$ cat src/rtl/pgperm_pkg.sv
package pgperm_pkg;
    localparam int PTE_W      = 64;
    localparam int KEY_W      = 5;
    localparam int NUM_KEYS   = 1 << KEY_W;
    localparam int MASK_W     = 2 * NUM_KEYS;
    localparam int SH_W       = KEY_W + 1;
    localparam int PP0_BIT    = 63;
    localparam int NOEXEC_BIT = 2;
    localparam int GUARD_BIT  = 3;
    localparam int KEYHI_MSB  = 61;
    localparam int KEYHI_LSB  = 60;
    localparam int KEYLO_MSB  = 11;
    localparam int KEYLO_LSB  = 9;

    typedef enum logic [1:0] {
        ACC_LOAD  = 2'd0,
        ACC_STORE = 2'd1,
        ACC_FETCH = 2'd2,
        ACC_RSVD  = 2'd3
    } acc_e;

    typedef struct packed {
        logic x;
        logic w;
        logic r;
    } perm_t;

    typedef struct packed {
        logic store;
        logic keymask;
        logic pp;
        logic nxg;
    } cause_t;

    typedef enum logic {
        ST_IDLE   = 1'b0,
        ST_REPORT = 1'b1
    } state_e;
endpackage

$ cat src/rtl/pgperm_base_dec.sv
module pgperm_base_dec
    import pgperm_pkg::*;
(
    input  logic       pp0,
    input  logic [1:0] pp_lo,
    input  logic       pte_noexec,
    input  logic       pte_guard,
    input  logic       seg_ks,
    input  logic       seg_kp,
    input  logic       seg_nx,
    input  logic       prob_state,
    output perm_t      pp_perm,
    output perm_t      nx_perm
);
    localparam perm_t P_NONE = '{x: 1'b0, w: 1'b0, r: 1'b0};
    localparam perm_t P_RX   = '{x: 1'b1, w: 1'b0, r: 1'b1};
    localparam perm_t P_RWX  = '{x: 1'b1, w: 1'b1, r: 1'b1};

    logic       sel_key;
    logic [2:0] code;

    // privilege picks the key, R2: code assembly
    assign sel_key = prob_state ? seg_kp : seg_ks;
    assign code    = {pp0, pp_lo};

    // code tables per key
    always_comb begin
        pp_perm = P_NONE;
        if (!sel_key) begin
            unique case (code)
                3'd0, 3'd1, 3'd2: pp_perm = P_RWX;
                3'd3, 3'd6:       pp_perm = P_RX;
                default:          pp_perm = P_NONE;
            endcase
        end else begin
            unique case (code)
                3'd2:       pp_perm = P_RWX;
                3'd1, 3'd3: pp_perm = P_RX;
                default:    pp_perm = P_NONE;
            endcase
        end
    end

    // only execute can be removed here
    always_comb begin
        nx_perm   = P_RWX;
        nx_perm.x = ~(pte_noexec | pte_guard | seg_nx);
    end
endmodule

$ cat src/rtl/pgperm_key_mask.sv
module pgperm_key_mask
    import pgperm_pkg::*;
(
    input  logic [KEY_W-1:0]  page_key,
    input  logic [MASK_W-1:0] amr,
    input  logic [MASK_W-1:0] iamr,
    input  logic              key_en,
    output perm_t             key_perm
);
    logic [SH_W-1:0] shift;
    logic [1:0]      data_fld;
    logic            fetch_bit;

    // field for key k sits at 2*((NUM_KEYS-1)-k); for a full-width key that is ~k
    assign shift     = {~page_key, 1'b0};
    assign data_fld  = amr[shift +: 2];
    assign fetch_bit = iamr[shift];


    always_comb begin
        if (key_en) begin
            key_perm.r = ~data_fld[0];
            key_perm.w = ~data_fld[1];
            key_perm.x = ~fetch_bit;
        end else begin
            key_perm = '{x: 1'b1, w: 1'b1, r: 1'b1};
        end
    end
endmodule

$ cat src/rtl/pgperm_fault_gen.sv
module pgperm_fault_gen
    import pgperm_pkg::*;
(
    input  logic [1:0] acc_type,
    input  perm_t      nx_perm,
    input  perm_t      pp_perm,
    input  perm_t      key_perm,
    output perm_t      perm,
    output logic       grant,
    output cause_t     cause
);
    perm_t need;
    acc_e  acc;

    assign acc = acc_e'(acc_type);

    // needed right per access code
    always_comb begin
        need = '0;
        unique case (acc)
            ACC_STORE: need.w = 1'b1;
            ACC_FETCH: need.x = 1'b1;
            ACC_LOAD,
            ACC_RSVD:  need.r = 1'b1;
            default:   need.r = 1'b1;
        endcase
    end

    assign perm  = nx_perm & pp_perm & key_perm;
    assign grant = |(need & perm);

    // cause bits on a deny only
    always_comb begin
        cause = '0;
        if (!grant) begin
            if (acc == ACC_FETCH) begin
                cause.nxg     = ~nx_perm.x;
                cause.pp      = nx_perm.x & ~pp_perm.x;
                cause.keymask = ~key_perm.x;
            end else begin
                cause.pp      = |(need & ~pp_perm);
                cause.keymask = |(need & ~key_perm);
                cause.store   = (acc == ACC_STORE);
            end
        end
    end
endmodule

$ cat src/rtl/pgperm_eval.sv
module pgperm_eval
    import pgperm_pkg::*;
(
    input  logic        clk,
    input  logic        rst_n,
    input  logic        in_valid,
    input  logic [1:0]  acc_type,
    input  logic [63:0] pte_word,
    input  logic        seg_ks,
    input  logic        seg_kp,
    input  logic        seg_nx,
    input  logic        prob_state,
    input  logic [63:0] amr,
    input  logic [63:0] iamr,
    input  logic        key_en,
    output logic        out_valid,
    output logic [2:0]  out_perm,
    output logic        out_grant,
    output logic [3:0]  out_cause
);
    perm_t  pp_perm, nx_perm, key_perm, comb_perm;
    cause_t comb_cause;
    logic   comb_grant;
    state_e state_q, state_d;

    logic [KEY_W-1:0] page_key;
    logic             unused_pte_bits;

    assign page_key = {pte_word[KEYHI_MSB:KEYHI_LSB], pte_word[KEYLO_MSB:KEYLO_LSB]};
    assign unused_pte_bits = ^{pte_word[62], pte_word[59:12], pte_word[8:4]};

    pgperm_base_dec u_base (
        .pp0        (pte_word[PP0_BIT]),
        .pp_lo      (pte_word[1:0]),
        .pte_noexec (pte_word[NOEXEC_BIT]),
        .pte_guard  (pte_word[GUARD_BIT]),
        .seg_ks     (seg_ks),
        .seg_kp     (seg_kp),
        .seg_nx     (seg_nx),
        .prob_state (prob_state),
        .pp_perm    (pp_perm),
        .nx_perm    (nx_perm)
    );

    pgperm_key_mask u_key (
        .page_key (page_key),
        .amr      (amr),
        .iamr     (iamr),
        .key_en   (key_en),
        .key_perm (key_perm)
    );

    pgperm_fault_gen u_fault (
        .acc_type (acc_type),
        .nx_perm  (nx_perm),
        .pp_perm  (pp_perm),
        .key_perm (key_perm),
        .perm     (comb_perm),
        .grant    (comb_grant),
        .cause    (comb_cause)
    );

    // next-state: IDLE --strobe--> REPORT, REPORT --strobe again--> REPORT,
    // REPORT --no strobe--> IDLE
    always_comb begin
        state_d = state_q;
        unique case (state_q)
            ST_IDLE:   state_d = in_valid ? ST_REPORT : ST_IDLE;
            ST_REPORT: state_d = in_valid ? ST_REPORT : ST_IDLE;
            default:   state_d = ST_IDLE;
        endcase
    end

    always_ff @(posedge clk) begin
        if (!rst_n) state_q <= ST_IDLE;
        else        state_q <= state_d;
    end

    // result registers
    always_ff @(posedge clk) begin
        if (!rst_n) begin
            out_perm  <= '0;
            out_grant <= 1'b0;
            out_cause <= '0;
        end else if (in_valid) begin
            out_perm  <= comb_perm;
            out_grant <= comb_grant;
            out_cause <= comb_cause;
        end
    end

    assign out_valid = (state_q == ST_REPORT);

    a_r11_valid_follows: assert property (@(posedge clk) disable iff (!rst_n)
        in_valid |=> out_valid);

    a_r11_valid_drops: assert property (@(posedge clk) disable iff (!rst_n)
        !in_valid |=> !out_valid);

    a_r11_fields_hold: assert property (@(posedge clk) disable iff (!rst_n)
        !in_valid |=> $stable(out_perm) && $stable(out_grant) && $stable(out_cause));

    a_r12_grant_clean: assert property (@(posedge clk) disable iff (!rst_n)
        out_valid && out_grant |-> out_cause == 4'b0000);

    a_r9_deny_has_cause: assert property (@(posedge clk) disable iff (!rst_n)
        out_valid && !out_grant |-> out_cause[2:0] != 3'b000);

    a_r10_store_flag: assert property (@(posedge clk) disable iff (!rst_n)
        in_valid && acc_type != 2'd1 |=> !out_cause[3]);

    a_r5_nx_blocks_exec: assert property (@(posedge clk) disable iff (!rst_n)
        in_valid && (pte_word[NOEXEC_BIT] || pte_word[GUARD_BIT] || seg_nx) |=> !out_perm[2]);

    a_r6_key_off_keeps_rw: assert property (@(posedge clk) disable iff (!rst_n)
        in_valid && !key_en && !out_cause[3] |=> !out_cause[2]);
endmodule

$ cat config.mk
export PLATFORM = sky130hd
export DESIGN_NAME = pgperm_eval
export DESIGN_NICKNAME = d
export VERILOG_FILES = /design/src/rtl/pgperm_pkg.sv /design/src/rtl/pgperm_base_dec.sv /design/src/rtl/pgperm_key_mask.sv /design/src/rtl/pgperm_fault_gen.sv /design/src/rtl/pgperm_eval.sv
export SDC_FILE = /design/constraint.sdc
export NUM_CORES = 1
export LEC_CHECK = 0
export CAP_MARGIN = 20
export CORE_MARGIN = 3
export CORE_UTILIZATION = 24
export DETAILED_ROUTE_END_ITERATION = 8
export GPL_ROUTABILITY_DRIVEN = 0
export GPL_TIMING_DRIVEN = 0
export PLACE_DENSITY = 0.89
export SYNTH_ARGS = -nofsm -noshare
export SYNTH_HDL_FRONTEND = slang
export SYNTH_SLANG_ARGS = --single-unit
export TNS_END_PERCENT = 20
$ cat constraint.sdc
create_clock -name clk -period 2.9 [get_ports clk]
set_input_delay 0.87 -clock clk [delete_from_list [all_inputs] [get_ports clk]]
set_output_delay 0.87 -clock clk [all_outputs]
set_load 0.01 [all_outputs]
**Word level (Yosys, flattened, before mapping)**

Index checks and enable logic that the tools add are counted.

- Magnitude comparators: 1
- Mux-type cells: 15
- Shift operators: 1
- Equal/unequal tests: 7
- Reductions and logical operators: 9
- Bitwise gates (word level): 17

Operators by type and width:

| operator | number |
|---|---|
| $shiftx 64x7->2 | 1 |
| $and 3x3->3 | 5 |
| $pmux 3 s2 | 2 |
| $reduce_or 3->1 | 4 |
| $mux 1 | 8 |
| $lt 6x7->1 const B | 1 |
| $eq 3x2->1 const B | 2 |
| $mux 3 | 2 |
| $not 1->1 | 6 |
| $not 3->3 | 2 |
| $reduce_or 2->1 | 3 |
| $bmux 1 s5 | 1 |
| $not 5->5 | 1 |
| $eq 2x2->1 const B | 2 |
| $mux 4 | 1 |
| $eq 3x1->1 const B | 1 |
| $eq 3x3->1 const B | 1 |
| $logic_not 3->1 | 1 |
| $eq 2x1->1 const B | 1 |
| $logic_not 2->1 | 1 |
| $mux 2 | 1 |
| $or 1x1->1 | 2 |
| $and 1x1->1 | 1 |

- Output and inout bits: 9
- Register bits after elaboration: 9
- Input port bits: 202

**Longest topological paths before layout**

- Depth after elaboration: 10
- Mapped depth: 10

**By module**

Synthesis repeated with hierarchy kept, for this count alone.

- Cells, all modules: 122
- Area total of the unflattened synthesis: 1388.8 um2

Modules (own cells, without submodules):

| module | cells an instance | seq. area each (um2) | instances | area each (um2) |
|---|---|---|---|---|
| pgperm_key_mask | 59 | 0.0 | 1 | 819.5 |
| pgperm_eval | 27 | 180.2 | 1 | 329.1 |
| pgperm_fault_gen | 22 | 0.0 | 1 | 158.9 |
| pgperm_base_dec | 14 | 0.0 | 1 | 81.3 |

**Worst setup path after synthesis**

OpenSTA, ideal clock, no wires.

- Kind: input to register
- Start: input port pte_word[10]
- End: register out_cause[2]
- Slack: 0.439 ns
- Stages on the path: 10
- Data required time: 2.816 ns
- Setup time: 0.084 ns
- Arrival: 2.377 ns
- Path through: buf_6 -> buf_12 -> buf_12 -> mux2i_1 -> a22o_1 -> o21ai_2 -> nand4_2 -> o211ai_2 -> nand4_2 -> o31ai_2

- Word-level cells in the longest chain between the ends: 10
- Elaborated cells on any way between the ends: 17
- Those cells by class: shift: 1; mux: 5; bitwise: 9; reduce/logical: 2

Ends and longest elaborated chain:

| item | line | text |
|---|---|---|
| from (decl) | pgperm_eval.sv:8 | `input logic [63:0] pte_word,` |
| $not 5->5 (*) | pgperm_key_mask.sv:15 | `assign shift = {~page_key, 1'b0};` |
| branches (longest 3 deep; another with $shiftx 64x7->2) | - |  |
| $mux 3 (*) | pgperm_key_mask.sv:21 | `if (key_en) begin` |
| $not 3->3 | pgperm_fault_gen.sv:42 | `cause.keymask = \|(need & ~key_perm);` |
| $and 3x3->3 | pgperm_fault_gen.sv:42 |  |
| $reduce_or 3->1 | pgperm_fault_gen.sv:42 |  |
| $mux 2 | pgperm_fault_gen.sv:36 | `if (acc == ACC_FETCH) begin` |
| $mux 4 (*) | pgperm_fault_gen.sv:35 | `if (!grant) begin` |
| to (signal assigned) | pgperm_eval.sv:88 | `out_cause <= comb_cause;` |
| to (decl) | pgperm_eval.sv:19 | `output logic [3:0] out_cause` |

Every way passes the cells marked *. The select of a mux whose other input is x is not followed.
A chain may end at the register's enable or synchronous reset.

**Worst setup path in the final report**

- Start: input port prob_state
- End: register out_cause[1]

- Word-level cells in the longest chain between the ends: 7
- Elaborated cells on any way between the ends: 13
- Those cells by class: mux: 4; bitwise: 7; reduce/logical: 2

Ends and longest elaborated chain:

| item | line | text |
|---|---|---|
| from (decl) | pgperm_eval.sv:12 | `input logic prob_state,` |
| $mux 1 (*) | pgperm_base_dec.sv:23 | `assign sel_key = prob_state ? seg_kp : seg_ks;` |
| $mux 3 (*) | pgperm_base_dec.sv:29 | `if (!sel_key) begin` |
| $and 3x3->3 or $not 3->3 (tied branches) | pgperm_fault_gen.sv:29, pgperm_fault_gen.sv:41 |  |
| $and 3x3->3, on equally long branches | pgperm_fault_gen.sv:29, pgperm_fault_gen.sv:41 |  |
| $and 3x3->3 or $reduce_or 3->1 (tied branches) | pgperm_fault_gen.sv:30, pgperm_fault_gen.sv:41 |  |
| $reduce_or 3->1 or $mux 2 (tied branches) | pgperm_fault_gen.sv:30, pgperm_fault_gen.sv:36 |  |
| $mux 4 (*) | pgperm_fault_gen.sv:35 |  |

Every way passes the cells marked *; elsewhere a longest branch is shown, timed or not.

==> results.json <==
{
  "netlist.area_leader.share_pct": 13.0,
  "p_per_area_nw_per_um2": 223,
  "diodes": 0,
  "synth.avg_cell_area_sq_um": 10.2,
  "synth_edf_count": 0,
  "arrival_ps": 2790,
  "fp.dieW_um": 82.7,
  "cts_buffers": 3,
  "p_switching_w": 0.000162,
  "p_leak_nw": 1.07,
  "seqPwrFrac_pct": 21.5,
  "cp_data_required_time_ps": 3010,
  "layout_common_cells": "clkdlybuf4s50_1 (121), mux2i_1 (14), nand2_1 (12)",
  "peakVddDrop_uv": 150,
  "setup_viol": 0,
  "grt_pass1_vias": 1814,
  "wire_per_inst_um": 16.1,
  "ys_warn_count": 0,
  "pin_count": 211,
  "syn-num-nets": 343,
  "synth_area_leaders": "mux4_1 (13%), dfxtp_1 (13%), mux4_2 (13%)",
  "area_growth_pct": 98.0,
  "cts.path.max_buffers": 2,
  "power_w": 0.000624,
  "final_common_cell": "clkdlybuf4s50_1",
  "fp.coreArea_sq_um": 5610,
  "post-synth-top-area-cell": "mux4_1",
  "clk_pin_slew_ps": 50,
  "post_synth_fa_ha_maj_area_fraction_pct": 1.77,
  "yosys.area_share.simple_pct": 16.2,
  "nFillCells": 561,
  "max_cap_viol_count": 0,
  "criticalPathCategory": "in -> reg",
  "period_minus_slack_ps": 2680,
  "overflow": 0,
  "nets": 473,
  "rr_startpoint": "out_perm[0]$_SDFFE_PN0P_",
  "ys_seq_area_share_pct": 12.8,
  "die_h_um": 82.7,
  "post-route-period-util_pct": 92.4,
  "setup_ws_ps": 219,
  "post-place-ws_ps": -404,
  "intPower_w": 0.000463,
  "fin_worst_skew_ps": 0,
  "drive_gt1_share_pct": 14.6,
  "reg2reg_setup_slack_ps": 2150,
  "drtPass1Iterations": 4,
  "cp-end-kind": "flip-flop",
  "wl_mm": 5.46,
  "hp-class": "reg -> reg",
  "comb_power_share_pct": 55.6,
  "worst_pin_slew_ps": 626,
  "clkPwrFrac_pct": 22.9,
  "grt_max_degree": 11,
  "cts-root-buf": "clkbuf_8",
  "cp-endpoint": "out_cause[1]$_SDFFE_PN0P_",
  "synth_top_family_by_area": "multiplexers",
  "crit_path_start": "prob_state",
  "maxSlewHeadroom_pct": 57.8,
  "critPathMaxFanout": 6,
  "postLayoutCoreUtil_pct": 49.9,
  "synthMuxAreaShare_pct": 44.5,
  "r2r_cells": 3,
  "status": "finished, final reports clean",
  "fmax_ghz": 0.373,
  "dieArea_sq_um": 6840,
  "num_rows": 27,
  "cp-start-kind": "input pin",
  "fin_tns_setup_ps": 0,
  "ant_nets": 0,
  "rr_endpoint": "out_perm[0]$_SDFFE_PN0P_",
  "ys_ff_latch": 9,
  "drtIter0Drc": 22,
  "synthCells": 139,
  "antenna_found_initial": 0,
  "rsz0062_at_grt": "no",
  "hpwl_mm": 4.73,
  "ys_types": 38,
  "cts_max_level": 1,
  "cts_tree": "yes",
  "hold_viol": 0,
  "ys_async_sr_fraction_pct": 0,
  "cts_num_sinks": 9,
  "synth_xor_area_share_pct": 0,
  "grt_pass1_wl_mm": 8.12,
  "io_buffer_count": 122,
  "hold_ws_ps": 481,
  "synth_compound_area_share_pct": 17.4,
  "postCtsHoldBufs": 0,
  "track_usage_pct": 15.5,
  "via_per_inst": 4.91,
  "vias": 1668,
  "start_util_pct": 25.2,
  "synth_flop_cell": "dfxtp_1",
  "final_max_slew_viol_count": 0,
  "p_sw_share_pct": 25.9,
  "clock_latency_ps": 230,
  "synth_area_sq_um": 1410,
  "drc": 0
}
final cells by class:
class	instances	area [sq um]	share of cell area (%)
timing repair buffer	125	1240	44.4
clock buffer	4	45.0	1.61
multi-input combinational	116	1130	40.3
buffer	9	92.6	3.31
tap	72	90.1	3.22
inverter	5	18.8	0.671
sequential	9	180	6.44
worst min path at each step:
stage	startpoint	to	slack (ps)	cells after the start
after floorplan	out_perm[1]$_SDFFE_PN0P_	out_perm[1]$_SDFFE_PN0P_	500	2
after global placement	out_cause[3]$_SDFFE_PN0P_	out_cause[3]$_SDFFE_PN0P_	470	2
after detailed placement	out_grant$_SDFFE_PN0P_	out_grant$_SDFFE_PN0P_	470	1
after CTS	out_grant$_SDFFE_PN0P_	out_grant$_SDFFE_PN0P_	480	1
after global routing	out_perm[1]$_SDFFE_PN0P_	out_perm[1]$_SDFFE_PN0P_	510	2
final	out_grant$_SDFFE_PN0P_	out_grant$_SDFFE_PN0P_	480	1
power by group through the flow:
| stage | Clock, W | Combinational, W | Sequential [W] |
|---|---|---|---|
| 5_1_grt | 0.000151 | 0.000373 | 0.000135 |
| 4_1_cts | 0.000146 | 0.000350 | 0.000134 |
| 3_5_place_dp | 0 | 0.000345 | 0.000136 |
| 2_1_floorplan | 0 | 0.000144 | 0.000139 |
| 6_report | 0.000143 | 0.000347 | 0.000134 |
| 3_3_place_gp | 0 | 0.000339 | 0.000136 |
state kept, by name, indices dropped and copies added (netlist names):
name,count
out_cause,4
out_perm,3
out_grant,1
out_valid,1
per-layer routing:
layer	vias to the layer above	GRT usage [%]	wire length, um
li1	818	-	-
met1	770	17.7	2150
met2	80	30.4	2930
met3	0	2.49	380
met4	0	2.12	0
met5	-	0	0
metrics by stage:
stage                     cells  area, sq um
after floorplan             139         1410
after global placement      333         2720
after CTS                   340         2800
final                       340         2800
after detailed placement    333         2720
after global routing        340         2800
synth_stat cells (4+ instances only):
library cell / count
mux2i_1: 14
nand2_1: 12
nand3b_1: 4
dfxtp_1: 9
nor2_1: 4
nor2b_1: 6
o22ai_1: 4
mux4_2: 8
mux4_1: 7
mux2_2: 11
nand4_1: 5
inv_1: 4
o21ai_0: 7
worst max-delay path: stages:
cell and delay [ps]:
clkdlybuf4s50_1 460, mux2_2 340, nor2b_1 130, o21ai_0 500, nand4_1 200, nand4_2 170, o21ai_0 110
repair_timing:
| item | 4_1_cts | 5_1_grt |
|---|---|---|
| setup buffers | 3 | 0 |
| setup endpoints to repair | 6 | 0 |
| gates resized for setup | 3 | 0 |
cells by family (layout without fill, tap and decap cells):
logic type      after synthesis  count (layout)
simple gates                 41              41
flops                         9               9
compound gates               33              33
mux                          40              40
buf+inv                      14             143
fa+ha+maj                     2               2
Power figures use the tool's default switching activity.
